File: src/rtl/rdx_pkg.sv
package rdx_pkg;

  typedef enum logic [3:0] {
    CMD_MR  = 4'b0110,
    CMD_MRL = 4'b1110,
    CMD_MRM = 4'b1100
  } rd_cmd_e;

  typedef enum logic [1:0] {
    ST_DONE  = 2'd0,
    ST_RETRY = 2'd1,
    ST_DISC  = 2'd2
  } att_status_e;

endpackage

File: src/rtl/rdx_classify.sv
module rdx_classify
  import rdx_pkg::*;
#(
  parameter int AW = 32,
  parameter int LW = 11,
  parameter int CW = 8
) (
  input  logic [AW-1:0] addr,
  input  logic [LW-1:0] len_dw,
  input  logic [AW-1:0] np_base,
  input  logic [AW-1:0] np_limit,
  input  logic [AW-1:0] pf_base,
  input  logic [AW-1:0] pf_limit,
  input  logic [CW-1:0] cls_dw,
  output logic          hit,
  output logic [3:0]    cmd
);
  localparam int EW = AW + 1;

  logic [AW-1:0] start_b;
  logic [EW-1:0] end_b;
  logic          in_np;
  logic          in_pf;
  logic          fits_line;

  always_comb begin
    start_b   = addr & ~AW'(3);
    end_b     = {1'b0, start_b} + (EW'(len_dw) << 2) - EW'(1);
    in_np     = (start_b >= np_base) && (end_b <= {1'b0, np_limit});
    in_pf     = (start_b >= pf_base) && (end_b <= {1'b0, pf_limit});
    fits_line = (32'(len_dw) <= 32'(cls_dw));
    hit       = in_np || in_pf;
    if (in_np)          cmd = CMD_MR;
    else if (fits_line) cmd = CMD_MRL;
    else                cmd = CMD_MRM;
  end

endmodule

File: src/rtl/rdx_rr_pick.sv
module rdx_rr_pick #(
  parameter int NSLOT = 2,
  parameter int SW    = (NSLOT > 1) ? $clog2(NSLOT) : 1
) (
  input  logic [NSLOT-1:0] active,
  input  logic [SW-1:0]    last_ptr,
  output logic             gnt_valid,
  output logic [SW-1:0]    gnt_idx,
  output logic             free_valid,
  output logic [SW-1:0]    free_idx
);

  always_comb begin
    gnt_valid = 1'b0;
    gnt_idx   = '0;
    for (int i = 0; i < NSLOT; i++) begin
      automatic int c = (int'(last_ptr) + 1 + i) % NSLOT;
      if (!gnt_valid && active[c]) begin
        gnt_valid = 1'b1;
        gnt_idx   = SW'(c);
      end
    end
  end

  always_comb begin
    free_valid = 1'b0;
    free_idx   = '0;
    for (int i = 0; i < NSLOT; i++) begin
      if (!free_valid && !active[i]) begin
        free_valid = 1'b1;
        free_idx   = SW'(i);
      end
    end
  end

endmodule

File: src/rtl/rdx_slot_table.sv
module rdx_slot_table #(
  parameter int NSLOT = 2,
  parameter int SW    = (NSLOT > 1) ? $clog2(NSLOT) : 1,
  parameter int DWA   = 30,
  parameter int LW    = 11,
  parameter int TW    = 8
) (
  input  logic             clk,
  input  logic             rst,
  input  logic             alloc_en,
  input  logic [SW-1:0]    alloc_idx,
  input  logic [DWA-1:0]   alloc_dwa,
  input  logic [LW-1:0]    alloc_len,
  input  logic [TW-1:0]    alloc_tag,
  input  logic [3:0]       alloc_cmd,
  input  logic [3:0]       alloc_fbe,
  input  logic [3:0]       alloc_lbe,
  input  logic             upd_en,
  input  logic [SW-1:0]    upd_idx,
  input  logic [LW-1:0]    upd_dw,
  input  logic             upd_done,
  output logic [NSLOT-1:0] active,
  output logic [NSLOT-1:0] first,
  output logic [DWA-1:0]   next_dwa  [NSLOT],
  output logic [DWA-1:0]   fbase_dwa [NSLOT],
  output logic [LW-1:0]    rem       [NSLOT],
  output logic [LW-1:0]    acc       [NSLOT],
  output logic [TW-1:0]    tag       [NSLOT],
  output logic [3:0]       cmd       [NSLOT],
  output logic [3:0]       fbe       [NSLOT],
  output logic [3:0]       lbe       [NSLOT]
);

  for (genvar s = 0; s < NSLOT; s++) begin : g_slot
    logic           act_r, first_r;
    logic [DWA-1:0] next_r, fbase_r;
    logic [LW-1:0]  rem_r, acc_r;
    logic [TW-1:0]  tag_r;
    logic [3:0]     cmd_r, fbe_r, lbe_r;
    logic           sel_alloc, sel_upd;

    assign sel_alloc = alloc_en && (alloc_idx == SW'(s));
    assign sel_upd   = upd_en && (upd_idx == SW'(s));

    always_ff @(posedge clk) begin
      if (rst) begin
        act_r   <= 1'b0;
        first_r <= 1'b0;
        next_r  <= '0;
        fbase_r <= '0;
        rem_r   <= '0;
        acc_r   <= '0;
        tag_r   <= '0;
        cmd_r   <= '0;
        fbe_r   <= '0;
        lbe_r   <= '0;
      end else if (sel_alloc) begin
        act_r   <= 1'b1;
        first_r <= 1'b1;
        next_r  <= alloc_dwa;
        fbase_r <= alloc_dwa;
        rem_r   <= alloc_len;
        acc_r   <= '0;
        tag_r   <= alloc_tag;
        cmd_r   <= alloc_cmd;
        fbe_r   <= alloc_fbe;
        lbe_r   <= alloc_lbe;
      end else if (sel_upd) begin
        next_r <= next_r + DWA'(upd_dw);
        rem_r  <= rem_r - upd_dw;
        if (upd_dw != '0) first_r <= 1'b0;
        if (upd_done) begin
          fbase_r <= next_r + DWA'(upd_dw);
          acc_r   <= '0;
          if (rem_r == upd_dw) act_r <= 1'b0;
        end else begin
          acc_r <= acc_r + upd_dw;
        end
      end
    end

    assign active[s]    = act_r;
    assign first[s]     = first_r;
    assign next_dwa[s]  = next_r;
    assign fbase_dwa[s] = fbase_r;
    assign rem[s]       = rem_r;
    assign acc[s]       = acc_r;
    assign tag[s]       = tag_r;
    assign cmd[s]       = cmd_r;
    assign fbe[s]       = fbe_r;
    assign lbe[s]       = lbe_r;

    AST_SLOT_REM_NONZERO: assert property (@(posedge clk) disable iff (rst)
      act_r |-> rem_r != '0);
    AST_UPD_NO_OVERSHOOT: assert property (@(posedge clk) disable iff (rst)
      sel_upd |-> upd_dw <= rem_r);
  end

  AST_ALLOC_FREE_SLOT: assert property (@(posedge clk) disable iff (rst)
    alloc_en |-> !active[alloc_idx]);

endmodule

File: src/rtl/rdx_rd_split.sv
module rdx_rd_split
  import rdx_pkg::*;
#(
  parameter int AW         = 32,
  parameter int LW         = 11,
  parameter int TW         = 8,
  parameter int CW         = 8,
  parameter int NSLOT      = 2,
  parameter int FRAG_BYTES = 128
) (
  input  logic          clk,
  input  logic          rst,
  input  logic          req_valid,
  output logic          req_ready,
  input  logic [AW-1:0] req_addr,
  input  logic [LW-1:0] req_len,
  input  logic [3:0]    req_fbe,
  input  logic [3:0]    req_lbe,
  input  logic [TW-1:0] req_tag,
  input  logic [AW-1:0] np_base,
  input  logic [AW-1:0] np_limit,
  input  logic [AW-1:0] pf_base,
  input  logic [AW-1:0] pf_limit,
  input  logic [CW-1:0] cls_dw,
  output logic          pci_valid,
  output logic [3:0]    pci_cmd,
  output logic [AW-1:0] pci_addr,
  output logic [LW-1:0] pci_len,
  output logic [3:0]    pci_be_first,
  output logic [3:0]    pci_be_last,
  output logic [TW-1:0] pci_tag,
  input  logic          st_valid,
  input  logic [1:0]    st_kind,
  input  logic [LW-1:0] st_dw,
  output logic          cpl_valid,
  output logic [TW-1:0] cpl_tag,
  output logic [AW-1:0] cpl_addr,
  output logic [LW-1:0] cpl_len,
  output logic          cpl_last,
  output logic          ur_valid,
  output logic [TW-1:0] ur_tag
);
  localparam int DWA     = AW - 2;
  localparam int FRAG_DW = FRAG_BYTES / 4;
  localparam int FB      = $clog2(FRAG_DW);
  localparam int SW      = (NSLOT > 1) ? $clog2(NSLOT) : 1;

  // classification of the incoming request
  logic       cls_hit;
  logic [3:0] cls_cmd;

  rdx_classify #(.AW(AW), .LW(LW), .CW(CW)) u_cls (
    .addr(req_addr), .len_dw(req_len),
    .np_base(np_base), .np_limit(np_limit),
    .pf_base(pf_base), .pf_limit(pf_limit),
    .cls_dw(cls_dw), .hit(cls_hit), .cmd(cls_cmd)
  );

  // slot table
  logic [NSLOT-1:0] t_act, t_first;
  logic [DWA-1:0]   t_next  [NSLOT];
  logic [DWA-1:0]   t_fbase [NSLOT];
  logic [LW-1:0]    t_rem   [NSLOT];
  logic [LW-1:0]    t_acc   [NSLOT];
  logic [TW-1:0]    t_tag   [NSLOT];
  logic [3:0]       t_cmd   [NSLOT];
  logic [3:0]       t_fbe   [NSLOT];
  logic [3:0]       t_lbe   [NSLOT];

  logic          gnt_valid, free_valid;
  logic [SW-1:0] gnt_idx, free_idx, last_ptr, cur_slot;
  logic          accept, alloc_en, upd_en, upd_done;
  logic [LW-1:0] upd_dw;

  rdx_rr_pick #(.NSLOT(NSLOT), .SW(SW)) u_pick (
    .active(t_act), .last_ptr(last_ptr),
    .gnt_valid(gnt_valid), .gnt_idx(gnt_idx),
    .free_valid(free_valid), .free_idx(free_idx)
  );

  assign req_ready = free_valid;
  assign accept    = req_valid && req_ready;
  assign alloc_en  = accept && cls_hit;
  assign upd_en    = st_valid && pci_valid;
  assign upd_done  = (st_kind == ST_DONE);

  always_comb begin
    if (st_kind == ST_DONE)      upd_dw = pci_len;
    else if (st_kind == ST_DISC) upd_dw = st_dw;
    else                         upd_dw = '0;
  end

  rdx_slot_table #(.NSLOT(NSLOT), .SW(SW), .DWA(DWA), .LW(LW), .TW(TW)) u_tab (
    .clk(clk), .rst(rst),
    .alloc_en(alloc_en), .alloc_idx(free_idx),
    .alloc_dwa(req_addr[AW-1:2]), .alloc_len(req_len), .alloc_tag(req_tag),
    .alloc_cmd(cls_cmd), .alloc_fbe(req_fbe), .alloc_lbe(req_lbe),
    .upd_en(upd_en), .upd_idx(cur_slot), .upd_dw(upd_dw), .upd_done(upd_done),
    .active(t_act), .first(t_first),
    .next_dwa(t_next), .fbase_dwa(t_fbase), .rem(t_rem), .acc(t_acc),
    .tag(t_tag), .cmd(t_cmd), .fbe(t_fbe), .lbe(t_lbe)
  );

  // next attempt for the granted slot
  logic [LW-1:0] to_bnd, att_len;
  logic [3:0]    be_head, be_tail;
  logic          g_single, g_ends;

  always_comb begin
    to_bnd   = LW'(FRAG_DW) - LW'(t_next[gnt_idx][FB-1:0]);
    att_len  = (t_rem[gnt_idx] < to_bnd) ? t_rem[gnt_idx] : to_bnd;
    g_single = t_first[gnt_idx] && (t_rem[gnt_idx] == LW'(1));
    g_ends   = (att_len == t_rem[gnt_idx]);
    if (t_first[gnt_idx])              be_head = t_fbe[gnt_idx];
    else if (t_rem[gnt_idx] == LW'(1)) be_head = t_lbe[gnt_idx];
    else                               be_head = 4'hF;
    if (att_len == LW'(1))             be_tail = be_head;
    else if (g_ends)                   be_tail = g_single ? t_fbe[gnt_idx] : t_lbe[gnt_idx];
    else                               be_tail = 4'hF;
  end

  // attempt register
  always_ff @(posedge clk) begin
    if (rst) begin
      pci_valid    <= 1'b0;
      pci_cmd      <= '0;
      pci_addr     <= '0;
      pci_len      <= '0;
      pci_be_first <= '0;
      pci_be_last  <= '0;
      pci_tag      <= '0;
      cur_slot     <= '0;
      last_ptr     <= SW'(NSLOT - 1);
    end else if (upd_en) begin
      pci_valid <= 1'b0;
    end else if (!pci_valid && gnt_valid) begin
      pci_valid    <= 1'b1;
      pci_cmd      <= t_cmd[gnt_idx];
      pci_addr     <= {t_next[gnt_idx], 2'b00};
      pci_len      <= att_len;
      pci_be_first <= be_head;
      pci_be_last  <= be_tail;
      pci_tag      <= t_tag[gnt_idx];
      cur_slot     <= gnt_idx;
      last_ptr     <= gnt_idx;
    end
  end

  // completion fragment and unsupported strobes
  always_ff @(posedge clk) begin
    if (rst) begin
      cpl_valid <= 1'b0;
      cpl_tag   <= '0;
      cpl_addr  <= '0;
      cpl_len   <= '0;
      cpl_last  <= 1'b0;
      ur_valid  <= 1'b0;
      ur_tag    <= '0;
    end else begin
      cpl_valid <= upd_en && upd_done;
      if (upd_en && upd_done) begin
        cpl_tag  <= t_tag[cur_slot];
        cpl_addr <= {t_fbase[cur_slot], 2'b00};
        cpl_len  <= t_acc[cur_slot] + pci_len;
        cpl_last <= (t_rem[cur_slot] == pci_len);
      end
      ur_valid <= accept && !cls_hit;
      if (accept && !cls_hit) ur_tag <= req_tag;
    end
  end

  AST_CMD_LEGAL: assert property (@(posedge clk) disable iff (rst)
    pci_valid |-> (pci_cmd == CMD_MR || pci_cmd == CMD_MRL || pci_cmd == CMD_MRM));
  AST_ATT_IN_FRAG: assert property (@(posedge clk) disable iff (rst)
    pci_valid |-> (LW'(pci_addr[FB+1:2]) + pci_len) <= LW'(FRAG_DW));
  AST_NO_OVERREAD: assert property (@(posedge clk) disable iff (rst)
    pci_valid |-> (pci_len != '0) && (pci_len <= t_rem[cur_slot]));
  AST_STATUS_IN_ATTEMPT: assert property (@(posedge clk) disable iff (rst)
    st_valid |-> pci_valid);
  AST_ATT_HELD: assert property (@(posedge clk) disable iff (rst)
    pci_valid && !st_valid |=> pci_valid && $stable(pci_addr) && $stable(pci_len) && $stable(pci_cmd));
  AST_CPL_BOUND: assert property (@(posedge clk) disable iff (rst)
    cpl_valid |-> (cpl_len != '0) && (cpl_len <= LW'(FRAG_DW)));
  AST_CPL_AFTER_DONE: assert property (@(posedge clk) disable iff (rst)
    cpl_valid |-> $past(st_valid) && ($past(st_kind) == ST_DONE));
  AST_UR_NO_SLOT: assert property (@(posedge clk) disable iff (rst)
    accept && !cls_hit |=> $stable(t_act));

endmodule

File: config.mk
export PLATFORM = sky130hd
export DESIGN_NAME = rdx_rd_split
export DESIGN_NICKNAME = d
export VERILOG_FILES = /design/src/rtl/rdx_pkg.sv /design/src/rtl/rdx_classify.sv /design/src/rtl/rdx_rr_pick.sv /design/src/rtl/rdx_slot_table.sv /design/src/rtl/rdx_rd_split.sv
export SDC_FILE = /design/constraint.sdc
export NUM_CORES = 1
export LEC_CHECK = 0
export ABC_CLOCK_PERIOD_IN_PS = 14100
export BUFFER_PORTS_ARGS = -buffer_cell sky130_fd_sc_hd__buf_2
export CAP_MARGIN = 40
export CELL_PAD_IN_SITES_DETAIL_PLACEMENT = 0
export CELL_PAD_IN_SITES_GLOBAL_PLACEMENT = 1
export CORE_AREA = 3 3 228 230
export DETAILED_ROUTE_END_ITERATION = 10
export DIE_AREA = 0 0 231 233
export PLACE_DENSITY = 0.95
export SYNTH_ARGS = -nofsm -noshare
export SYNTH_HDL_FRONTEND = slang
export SYNTH_SLANG_ARGS = --single-unit
File: constraint.sdc
create_clock -name clk -period 14.1 [get_ports clk]
set_input_delay 0.705 -clock clk [delete_from_list [all_inputs] [get_ports clk]]
set_output_delay 0.705 -clock clk [all_outputs]
set_load 0.02 [all_outputs]
# Yosys cells after proc, flatten, opt, wreduce, memory -nomap -nowiden
# Cells that the tools add are included.
# totals
reg_bits	332
input_bits	212
out_inout_bits	127
elab_cells	197
# op_classes
addsub	12
magnitude_cmp	11
n_eq_ne	7
n_mux	84
bitwise	7
reduce_logical	40
# ops
operator	n
2-to-1 mux 30 bit	16
2-to-1 mux 11 bit	18
less-or-equal comparator 33 x 32 -> 1 bit	2
>= comparator 32 bit	2
adder 30 x 11 -> 30 bit	2
2-to-1 mux 4 bit	15
2-to-1 mux 8 bit	6
== test 11 bit	4
adder 11 bit	3
adder 32 x 13 -> 33 bit	1
subtractor 33 x 1 -> 33 bit, second input constant	1
adder 32 x 2 -> 32 bit, second input constant	1
2-to-1 mux 1 bit	28
== test 11 x 1 -> 1 bit, second input constant	2
subtractor 11 bit	2
nonzero test 2 bit	8
logical AND 1 bit	15
less-or-equal comparator 11 x 8 -> 1 bit	1
< comparator 11 bit	1
nonzero test 11 bit	1
AND reduction 2 bit	5
subtractor 6 x 5 -> 7 bit, first input constant	1
< comparator 2 x 3 -> 1 bit, second input constant	2
AND reduction 3 bit	2
other kinds (13)	22

# Longest topological paths before layout
# Gate-level depths: netlist of run 1.
# logic_depth
word_depth	19
mapped_depth	28
mapped_depth_nobuf	25

# By module
# Synthesis of run 1 repeated with hierarchy kept, for this count alone.
# unflattened
hier_cells	2972
hier_area_um2	23541.3
# modules_own_cells
mod	n_inst	cells_each	area_per_inst_um2	seq_area_each_um2
rdx_slot_table	1	1497	11762.5	4164.0
rdx_rd_split	1	757	6767.7	2482.4
rdx_classify	1	714	4983.5	0.0
rdx_rr_pick	1	4	27.5	0.0

# Least setup slack after synthesis of run 1
# Ideal clock, no wire load.
# synth_path
kind	in2reg
start	in req_addr[3]
end	reg u_tab.g_slot[1].fbe_r[0]
setup_time_ns	0.070
t_arrival_ns	5.654
t_required_ns	14.030
setup_slack_ns	8.375
cell_stages	27
path_buffers	2
path_cell_list	inv_1 > ha_1 > inv_1 > ha_1 > inv_1 > fa_1 > nor2b_1 > o31a_1 > o41a_1 > o31a_1 > a221o_1 > a21oi_1 > nand2_1 > a311oi_1 > xnor2_1 > ha_1 > a21o_1 > a21o_1 > a21oi_1 > o21ai_0 > nor4_1 > o22ai_1 > a2111oi_4 > buf_2 > buf_2 > nand2_1 > a21oi_1
# synth_via
elab_chain_cells	7
elab_cells_between_ends	11
cone_classes	2 x add/sub; 4 x order compare; 5 x reduce/logical
# synth_rtl
item	line	text
start, declared	rdx_rd_split.sv:15	input logic [AW-1:0] req_addr,
adder 32 x 13 -> 33 bit	rdx_classify.sv:28	end_b = {1'b0, start_b} + (EW'(len_dw) << 2) - EW'(1);
subtractor 33 x 1 -> 33 bit	rdx_classify.sv:28	
less-or-equal comparator 33 x 32 -> 1 bit, on equally long branches	rdx_classify.sv:29, rdx_classify.sv:30	
logical AND 1 bit, on equally long branches	rdx_classify.sv:29, rdx_classify.sv:30	
logical OR 1 bit (*)	rdx_classify.sv:32	hit = in_np || in_pf;
logical AND 1 bit (*)	rdx_rd_split.sv:83	assign alloc_en = accept && cls_hit;
logical AND 1 bit (*)	rdx_slot_table.sv:42	assign sel_alloc = alloc_en && (alloc_idx == SW'(s));
end signal, assigned	rdx_slot_table.sv:66	fbe_r <= alloc_fbe;
end, declared	rdx_slot_table.sv:39	logic [3:0] cmd_r, fbe_r, lbe_r;
# Every way passes the cells marked *; elsewhere a longest branch is shown, timed or not.
# A chain may end at the register's enable or synchronous reset.

# Worst setup path in the final report of run 1
# layout_path
start	in req_addr[3]
end	reg u_tab.g_slot[0].acc_r[7]
# layout_via
elab_chain_cells	8
elab_cells_between_ends	12
cone_classes	2 x add/sub; 4 x order compare; 6 x reduce/logical
# layout_rtl
item	line	text
adder 32 x 13 -> 33 bit	rdx_classify.sv:28	
subtractor 33 x 1 -> 33 bit	rdx_classify.sv:28	
less-or-equal comparator 33 x 32 -> 1 bit, on equally long branches	rdx_classify.sv:29, rdx_classify.sv:30	
logical AND 1 bit, on equally long branches	rdx_classify.sv:29, rdx_classify.sv:30	
logical OR 1 bit (*)	rdx_classify.sv:32	
logical AND 1 bit (*)	rdx_rd_split.sv:83	
logical AND 1 bit (*)	rdx_slot_table.sv:42	
OR reduction 2 bit (no source line) (*)	--	
end signal, assigned	rdx_slot_table.sv:77	acc_r <= acc_r + upd_dw;
end, declared	rdx_slot_table.sv:37	logic [LW-1:0] rem_r, acc_r;
# Marked as above.

==> flow_summary.yaml, run 1 <==
pwr:
  ir_worst_vdd_mv: 0.0766
  leakage_nw: 11.6
  cell_internal_pwr_mw: 1.89
  power_switching_uw: 906
  cellPowerDensity_mw_per_mm2: 104
  finalPower_mw: 2.79
  clock_power_share_pct: 35.6
  power.share.switching_pct: 32.4
  power.combinational.fraction_pct: 27.8
  power.share.sequential_pct: 36.6
yosys:
  post-synth-top-area-cell: "sky130_fd_sc_hd__dfxtp_1"
  synth.cell_area_mm2: 0.0235
  synthFlopType: "sky130_fd_sc_hd__dfxtp_1"
  async_reset_ff_share_pct: 0
  mean_cell_area_of_the_mapped_netlist_um2: 7.97
  fraction_of_synthesized_cell_area_taken_by_the_top_area_cell_type_pct: 28.0
  yosys.cell_types.count: 77
  synth.top_cells.by_area: "sky130_fd_sc_hd__dfxtp_1 (28%), sky130_fd_sc_hd__ha_1 (13%), sky130_fd_sc_hd__mux2i_1 (6.0%)"
  cell_count_after_synthesis: 2946
  yosysWarnings: 0
  synth_enable_flop_cells: 0
  synth_sequential_area_ratio_pct: 28.0
  yosys_register_bits: 329
layout:
  drive_above_1_share_pct: 15.1
  layout_common_cells: "sky130_fd_sc_hd__buf_2 (331), sky130_fd_sc_hd__dfxtp_1 (328), sky130_fd_sc_hd__nand2_1 (266)"
  final_design_area_no_fill_mm2: 0.0270
  syn_to_final_growth_pct: 14.9
  finalNetCount: 3665
  fillerInstances: 4901
  final_common_cell: "sky130_fd_sc_hd__buf_2"
global_routing:
  gr-total-overflow: 0
  grt_pass1_vias: 20500
  grt_antenna_before_repair: 4
  maximum_number_of_pins_on_one_net_before_global_route_repair: 142
  grt_first_pass_wirelength_um: 115000
  grt_use_total_pct: 27.1
min_path:
  whs_endpoint: "u_tab.g_slot[0].fbe_r[0]"
  worst_hold_path.num_cells: 3
  hold_path_startpoint: "req_fbe[0]"
  worst_hold_path_class: "input pin to flop"
clock_tree:
  clock_latency_ns: 0.54
  h-tree-depth: 2
  cts_setup_buffers: 0
  cts_tree: "yes"
  cts_sink_cnt: 329
  numCtsBuffers: 35
  postCtsHoldBufs: 0
  post_cts_resized: 0
  clock_path_buffers: 3
  cts.root.buffer_cell: "sky130_fd_sc_hd__clkbuf_16"
  cts.reportedPaths.clkPinSlew_ns: 0.06
floorplanning:
  io-pin-count: 339
  design.core.area_mm2: 0.0501
  dieHeight_um: 233
  std_cell_rows: 82
  die-area_mm2: 0.0538
  dieWidth_um: 231
  start_util_pct: 46.9
worst_setup_path:
  critPathLaunchType: "input pin"
  reg2reg_end: "pci_be_last[2]"
  required_ns: 14.52
  critical_path.reg2reg.startpoint: "u_tab.g_slot[0].act_r"
  worst_ep_arrival_time_ns: 7.58
  r2r_cells: 13
  slowest_stage: "sky130_fd_sc_hd__nor4_1"
  category_of_the_worst_setup_path_capture_point: "flop"
  setup.worst_path.start: "req_addr[3]"
  crit_path_max_fanout: 46
  rrSetupSlack_ns: 9.86
  path_class: "input pin to flop"
  slowest_delay_ns: 0.58
timing:
  timing.setup.tns_ns: 0
  slew_violations: 0
  tightest_slew_ns: 0.866
  setup_viol_count_final: 0
  max_freq_ghz: 0.140
  finalHoldViolCount: 0
  fin_crit_ns: 7.16
  worst_hold_slack_ns: 0.427
  period_share_pct: 50.8
  worst_slew_margin_relative_to_its_limit_pct: 40.8
  rsz0062_at_grt: "no"
  finalWorstSetupSlack_ns: 6.94
  fin_clk_skew_ns: 0.0187
placed_design:
  placement.setup.worst_slack_ns: 6.55
  area_of_placed_instances_mm2: 0.0257
  routabilityCongestion: 0.912
  post-dp-hpwl_um: 55400
  numPortBuffers: 331
routing:
  detail_route.iter0.violations: 1707
  detail-route-antenna-nets: 0
  routed_via_density: 5.67
  totalWireLength_um: 75800
  vias: 22100
  route.detailed.wl_per_inst_um: 19.4
  remaining_drc_errors: 0
  drt-pass1-iter-count: 5
run_status:
  outcome: "finished clean"
job:
  cap_viol_max_count: 0
-- area by class of cell --
| cell class | instances | area (µm²) | area share, % |
|---|---|---|---|
| Multi-Input combinational cell | 2198 | 15300 | 56.6 |
| Sequential cell | 329 | 6590 | 24.4 |
| Timing Repair Buffer | 376 | 2070 | 7.66 |
| Clock buffer | 50 | 1020 | 3.79 |
| Inverter | 259 | 972 | 3.60 |
| Tap cell | 672 | 841 | 3.12 |
| Clock inverter | 13 | 208 | 0.770 |
| Antenna cell | 2 | 5.00 | 0.0185 |
-- state kept, by name (all words and copies together), names as in the netlist, 2 cells and up --
register	flops
u_tab.g_slot.acc_r	22
pci_cmd	3
pci_be_first	4
pci_len	11
u_tab.g_slot.tag_r	16
pci_be_last	4
ur_tag	8
u_tab.g_slot.act_r	2
u_tab.g_slot.rem_r	22
u_tab.g_slot.fbase_r	60
u_tab.g_slot.lbe_r	8
u_tab.g_slot.cmd_r	6
u_tab.g_slot.first_r	2
u_tab.g_slot.next_r	60
cpl_tag	8
cpl_addr	30
u_tab.g_slot.fbe_r	8
pci_addr	30
pci_tag	8
cpl_len	11
-- synthesized netlist by cell type (8+ instances only) --
master and n:
sky130_fd_sc_hd__a211oi_1 152, sky130_fd_sc_hd__a21o_1 62, sky130_fd_sc_hd__a21oi_1 232, sky130_fd_sc_hd__a22oi_1 11, sky130_fd_sc_hd__a31o_2 9, sky130_fd_sc_hd__a31oi_1 24, sky130_fd_sc_hd__and3_1 23, sky130_fd_sc_hd__and4_1 9
sky130_fd_sc_hd__buf_1 21, sky130_fd_sc_hd__buf_2 24, sky130_fd_sc_hd__buf_4 13, sky130_fd_sc_hd__clkbuf_1 101, sky130_fd_sc_hd__dfxtp_1 329, sky130_fd_sc_hd__fa_1 8, sky130_fd_sc_hd__ha_1 246, sky130_fd_sc_hd__inv_1 258
sky130_fd_sc_hd__mux2_2 9, sky130_fd_sc_hd__mux2i_1 141, sky130_fd_sc_hd__nand2_1 266, sky130_fd_sc_hd__nand2b_1 12, sky130_fd_sc_hd__nand3_1 81, sky130_fd_sc_hd__nand4_1 45, sky130_fd_sc_hd__nor2_1 251, sky130_fd_sc_hd__nor2b_1 24
sky130_fd_sc_hd__nor3_1 65, sky130_fd_sc_hd__nor3b_1 8, sky130_fd_sc_hd__nor4_1 15, sky130_fd_sc_hd__o211ai_1 36, sky130_fd_sc_hd__o21a_1 18, sky130_fd_sc_hd__o21ai_0 107, sky130_fd_sc_hd__o21bai_1 18, sky130_fd_sc_hd__o22ai_1 11
sky130_fd_sc_hd__o2bb2ai_1 11, sky130_fd_sc_hd__o31ai_1 10, sky130_fd_sc_hd__or2_2 8, sky130_fd_sc_hd__or3_1 22, sky130_fd_sc_hd__or4_1 9, sky130_fd_sc_hd__xnor2_1 104, sky130_fd_sc_hd__xor2_1 53
-- worst max-delay path by stage --
stage,to,depth (start not counted)
detailed placement,u_tab.g_slot[0].acc_r[10],29
global placement,u_tab.g_slot[0].acc_r[10],27
global route,u_tab.g_slot[0].acc_r[10],29
finish,u_tab.g_slot[0].acc_r[7],28
floorplan,u_tab.g_slot[1].fbe_r[0],27
CTS,u_tab.g_slot[0].acc_r[10],29
-- power by group through the flow --
| stage | Clock [mW] | Sequential (mW) | Combinational, mW |
|---|---|---|---|
| floorplan | 0 | 1.06 | 0.520 |
| global placement | 0 | 1.04 | 0.748 |
| detailed placement | 0 | 1.04 | 0.763 |
| CTS | 1.01 | 1.02 | 0.769 |
| global route | 1.04 | 1.03 | 0.860 |
| finish | 0.994 | 1.02 | 0.776 |
-- worst max-delay path, delay by kind of cell --
kind | cells | cell delay [ns]
AOI/OAI and AO/OA | 9 | 2.85
and+or+nand+nor | 7 | 1.68
buffers and inverters | 7 | 1.16
adders and majority gates | 4 | 0.98
xor gates and xnor gates | 1 | 0.17
-- cells by family (layout without fill, tap and decap cells) --
| kind of cell | Yosys count | after routing | synth area share [%] |
|---|---|---|---|
| AO/OA/AOI/OAI | 779 | 779 | 21.9 |
| flip-flops | 329 | 329 | 28.0 |
| buffers and inverters | 423 | 698 | 7.25 |
| AND/OR/NAND/NOR | 853 | 853 | 16.7 |
| XOR/XNOR | 157 | 157 | 5.85 |
| other | 1 | 7 | 0.0160 |
| multiplexers | 150 | 150 | 6.44 |
| adder cells (fa/ha/maj) | 254 | 254 | 13.8 |
-- routing by layer --
layer | part of all wire [%] | global-route usage, % | wire length (µm) | vias to the layer above
li1 | - | - | - | 11000
met1 | 45 | 37.1 | 34000 | 10200
met2 | 44 | 43.2 | 33400 | 779
met3 | 8.3 | 5.14 | 6310 | 111
met4 | 2.8 | 7.98 | 2090 | 4
met5 | 0.028 | 0 | 21 | -
-- per-stage QoR --
stage	util (%)	cells
4_1_cts	53.9	3897
5_1_grt	53.9	3898
2_1_floorplan	-	2950
3_5_place_dp	51.4	3834
6_report	53.9	3899
3_3_place_gp	51.2	3823
(Power assumes the default switching activity.)
==> run 2: changes to the inputs <==
--- a/config.mk
+++ b/config.mk
@@ -5,15 +5,16 @@
 export SDC_FILE = /design/constraint.sdc
 export NUM_CORES = 1
 export LEC_CHECK = 0
-export ABC_CLOCK_PERIOD_IN_PS = 14100
+export ABC_AREA = 1
+export ABC_CLOCK_PERIOD_IN_PS = 6900
 export BUFFER_PORTS_ARGS = -buffer_cell sky130_fd_sc_hd__buf_2
 export CAP_MARGIN = 40
 export CELL_PAD_IN_SITES_DETAIL_PLACEMENT = 0
 export CELL_PAD_IN_SITES_GLOBAL_PLACEMENT = 1
-export CORE_AREA = 3 3 228 230
+export CORE_AREA = 3 3 244 246
 export DETAILED_ROUTE_END_ITERATION = 10
-export DIE_AREA = 0 0 231 233
-export PLACE_DENSITY = 0.95
+export DIE_AREA = 0 0 247 249
+export PLACE_DENSITY = 0.9
 export SYNTH_ARGS = -nofsm -noshare
 export SYNTH_HDL_FRONTEND = slang
 export SYNTH_SLANG_ARGS = --single-unit
==> constraint.sdc (replaced) <==
create_clock -name clk -period 6.9 [get_ports clk]
set_input_delay 0.345 -clock clk [delete_from_list [all_inputs] [get_ports clk]]
set_output_delay 0.345 -clock clk [all_outputs]
set_load 0.02 [all_outputs]
==> run 2 against run 1 <==
Compared with the run above: design area grew 2.2%; sequential share of layout area shrank 0.53 points; first-iteration DRC count grew 15%; critical path type unchanged; largest power group is now combinational logic; total power grew 130%; clock skew grew 0.0065 ns; non-clock buffer count grew 2; synthesized area grew 2.4%.
==> flow_summary.yaml, run 2 <==
layout:
  drive_above_1_share_pct: 12.4
  syn_to_final_growth_pct: 14.6
  post-route-util_pct: 47.9
  layout_common_cells: "sky130_fd_sc_hd__nand2_1 (912), sky130_fd_sc_hd__inv_1 (426), sky130_fd_sc_hd__nor2_1 (385)"
  final_common_cell: "sky130_fd_sc_hd__nand2_1"
  finalNetCount: 4325
  antenna_cells: 0
  final_design_area_no_fill_mm2: 0.0276
  top_regs: "u_tab.g_slot.fbase_r x60, u_tab.g_slot.next_r x60"
pwr:
  ir_worst_vdd_mv: 0.212
  leakage_nw: 13.9
  cellPowerDensity_mw_per_mm2: 237
worst_setup_path:
  category_of_the_worst_setup_path_capture_point: "flop"
  crit_top_cell: "sky130_fd_sc_hd__a21oi_1"
  required_ns: 7.38
  rrSetupSlack_ns: 2.30
  crit_path_max_fanout: 43
  critPathLaunchType: "input pin"
  worst_ep_arrival_time_ns: 5.95
  path_class: "input pin to flop"
  slowest_delay_ns: 0.33
  slowest_stage: "sky130_fd_sc_hd__ha_1"
floorplanning:
  dieHeight_um: 249
  die-area_mm2: 0.0615
  std_cell_rows: 88
  io-pin-count: 339
  design.core.area_mm2: 0.0576
  start_util_pct: 41.8
  dieWidth_um: 247
timing:
  fin_clk_skew_ns: 0.0252
  worst_hold_slack_ns: 0.0528
  fin_crit_ns: 5.46
  worst_slew_margin_relative_to_its_limit_pct: 45.7
  slew_violations: 0
  finalHoldViolCount: 0
  timing.setup.tns_ns: 0
  max_freq_ghz: 0.183
  period_share_pct: 79.2
  tightest_slew_ns: 0.815
  rsz0062_at_grt: "no"
  finalWorstSetupSlack_ns: 1.44
  setup_viol_count_final: 0
clock_tree:
  cts_sink_cnt: 329
  numCtsBuffers: 39
  cts.root.buffer_cell: "sky130_fd_sc_hd__clkbuf_16"
  post_cts_resized: 0
  cts_setup_buffers: 0
  cts_tree: "yes"
  h-tree-depth: 2
  postCtsHoldBufs: 0
  clock_path_buffers: 3
  clock_latency_ns: 0.57
  cts.reportedPaths.clkPinSlew_ns: 0.06
routing:
  routed_via_density: 5.26
  vias: 24500
  detail_route.iter0.violations: 1963
  remaining_drc_errors: 0
  drt-pass1-iter-count: 5
  totalWireLength_um: 80900
  route.detailed.wl_per_inst_um: 17.4
  detail-route-antenna-nets: 0
yosys:
  synth_sequential_area_ratio_pct: 27.4
  synthFlopType: "sky130_fd_sc_hd__dfxtp_1"
  yosysWarnings: 0
  synth.top_cells.by_area: "sky130_fd_sc_hd__dfxtp_1 (27%), sky130_fd_sc_hd__nand2_1 (14%), sky130_fd_sc_hd__ha_1 (13%)"
  async_reset_ff_share_pct: 0
  synth.cell_area_mm2: 0.0241
  cell_count_after_synthesis: 3611
  yosys.cell_types.count: 53
  yosys_register_bits: 329
  synthMostInstantiatedCell: "sky130_fd_sc_hd__nand2_1"
  fraction_of_synthesized_cell_area_taken_by_the_top_area_cell_type_pct: 27.4
  mean_cell_area_of_the_mapped_netlist_um2: 6.66
  yosys-top-cells-count: "sky130_fd_sc_hd__nand2_1 (912), sky130_fd_sc_hd__inv_1 (427), sky130_fd_sc_hd__nor2_1 (388), sky130_fd_sc_hd__dfxtp_1 (329), sky130_fd_sc_hd__a21oi_1 (268)"
  synth_enable_flop_cells: 0
  post-synth-top-area-cell: "sky130_fd_sc_hd__dfxtp_1"
global_routing:
  maximum_number_of_pins_on_one_net_before_global_route_repair: 91
  grt_antenna_before_repair: 1
  grt_pass1_vias: 22500
  grt_use_total_pct: 25.6
  gr-total-overflow: 0
  grt_first_pass_wirelength_um: 126000
job:
  cap_viol_max_count: 0
placed_design:
  post-dp-hpwl_um: 60100
  routabilityCongestion: 0.909
  placement.setup.worst_slack_ns: 0.883
  numPortBuffers: 331
  area_of_placed_instances_mm2: 0.0263
run_status:
  outcome: "finished clean"
min_path:
  worst_hold_path_class: "input pin to flop"
==> run 2: cell types whose count changed after synthesis, moves of 77 or more <==
cell                       delta
sky130_fd_sc_hd__a211oi_1   -145
sky130_fd_sc_hd__nand2_1    +646
sky130_fd_sc_hd__o21ai_0     +77
sky130_fd_sc_hd__nand3b_1    +85
sky130_fd_sc_hd__nor2_1     +137
sky130_fd_sc_hd__xnor2_1     -78
sky130_fd_sc_hd__mux2i_1    -141
sky130_fd_sc_hd__inv_1      +169
==> run 2: path summary, 6_finish.rpt <==
check	start	cells after the start	end
min reg2reg	ur_tag[5]	2	ur_tag[5]
min	req_fbe[2]	3	u_tab.g_slot[1].fbe_r[2]
max	req_addr[6]	29	u_tab.g_slot[0].lbe_r[2]
max reg2reg	u_tab.g_slot[1].act_r	18	pci_be_last[3]
==> run 2: routing by layer <==
layer | part of all wire, % | track usage [%]
met5 | 0.025 | 0
met4 | 2.5 | 6.76
met3 | 8.0 | 4.27
met2 | 44 | 40.8
met1 | 45 | 35.6
==> run 2: layout make-up <==
class	count	area (µm²)
clock buffer	60	1180
clock inverter	10	123
fill	5990	30000
inverter	434	1630
multi-input combinational	2677	14900
sequential	329	6590
tap	765	957
timing repair buffer	378	2150
==> run 2: cell families (layout without fill, tap and decap cells) <==
group	Yosys count	after routing	synth area share [%]
buffers and inverters	609	882	10.6
AOI/OAI and AO/OA	622	622	14.2
DFF	329	329	27.4
xor gates and xnor gates	112	112	4.08
adders and majority gates	254	254	13.5
other	1	5	0.0156
and+or+nand+nor	1684	1684	30.2
==> run 2: power breakdown <==
part,leakage (nW),switching [mW],internal [mW]
registers,2.67,0.129,2.07
logic,10.6,1.44,0.768
clock network,0.642,0.854,1.26
==> run 2: worst max-delay path, delay by kind of cell <==
kind,cells,cell delay [ns]
adder cells (fa/ha/maj),3,0.92
AO/OA/AOI/OAI,8,1.71
XOR/XNOR,1,0.21
buffers and inverters,7,1.18
AND/OR/NAND/NOR,10,1.52
==> run 2: per-stage QoR <==
| step | cells | power, mW |
|---|---|---|
| 5_1_grt | 4653 | 6.94 |
| 3_5_place_dp | 4583 | 4.42 |
| 6_report | 4653 | 6.52 |
| 2_1_floorplan | 3615 | 3.78 |
| 3_3_place_gp | 4575 | 4.38 |
| 4_1_cts | 4653 | 6.54 |
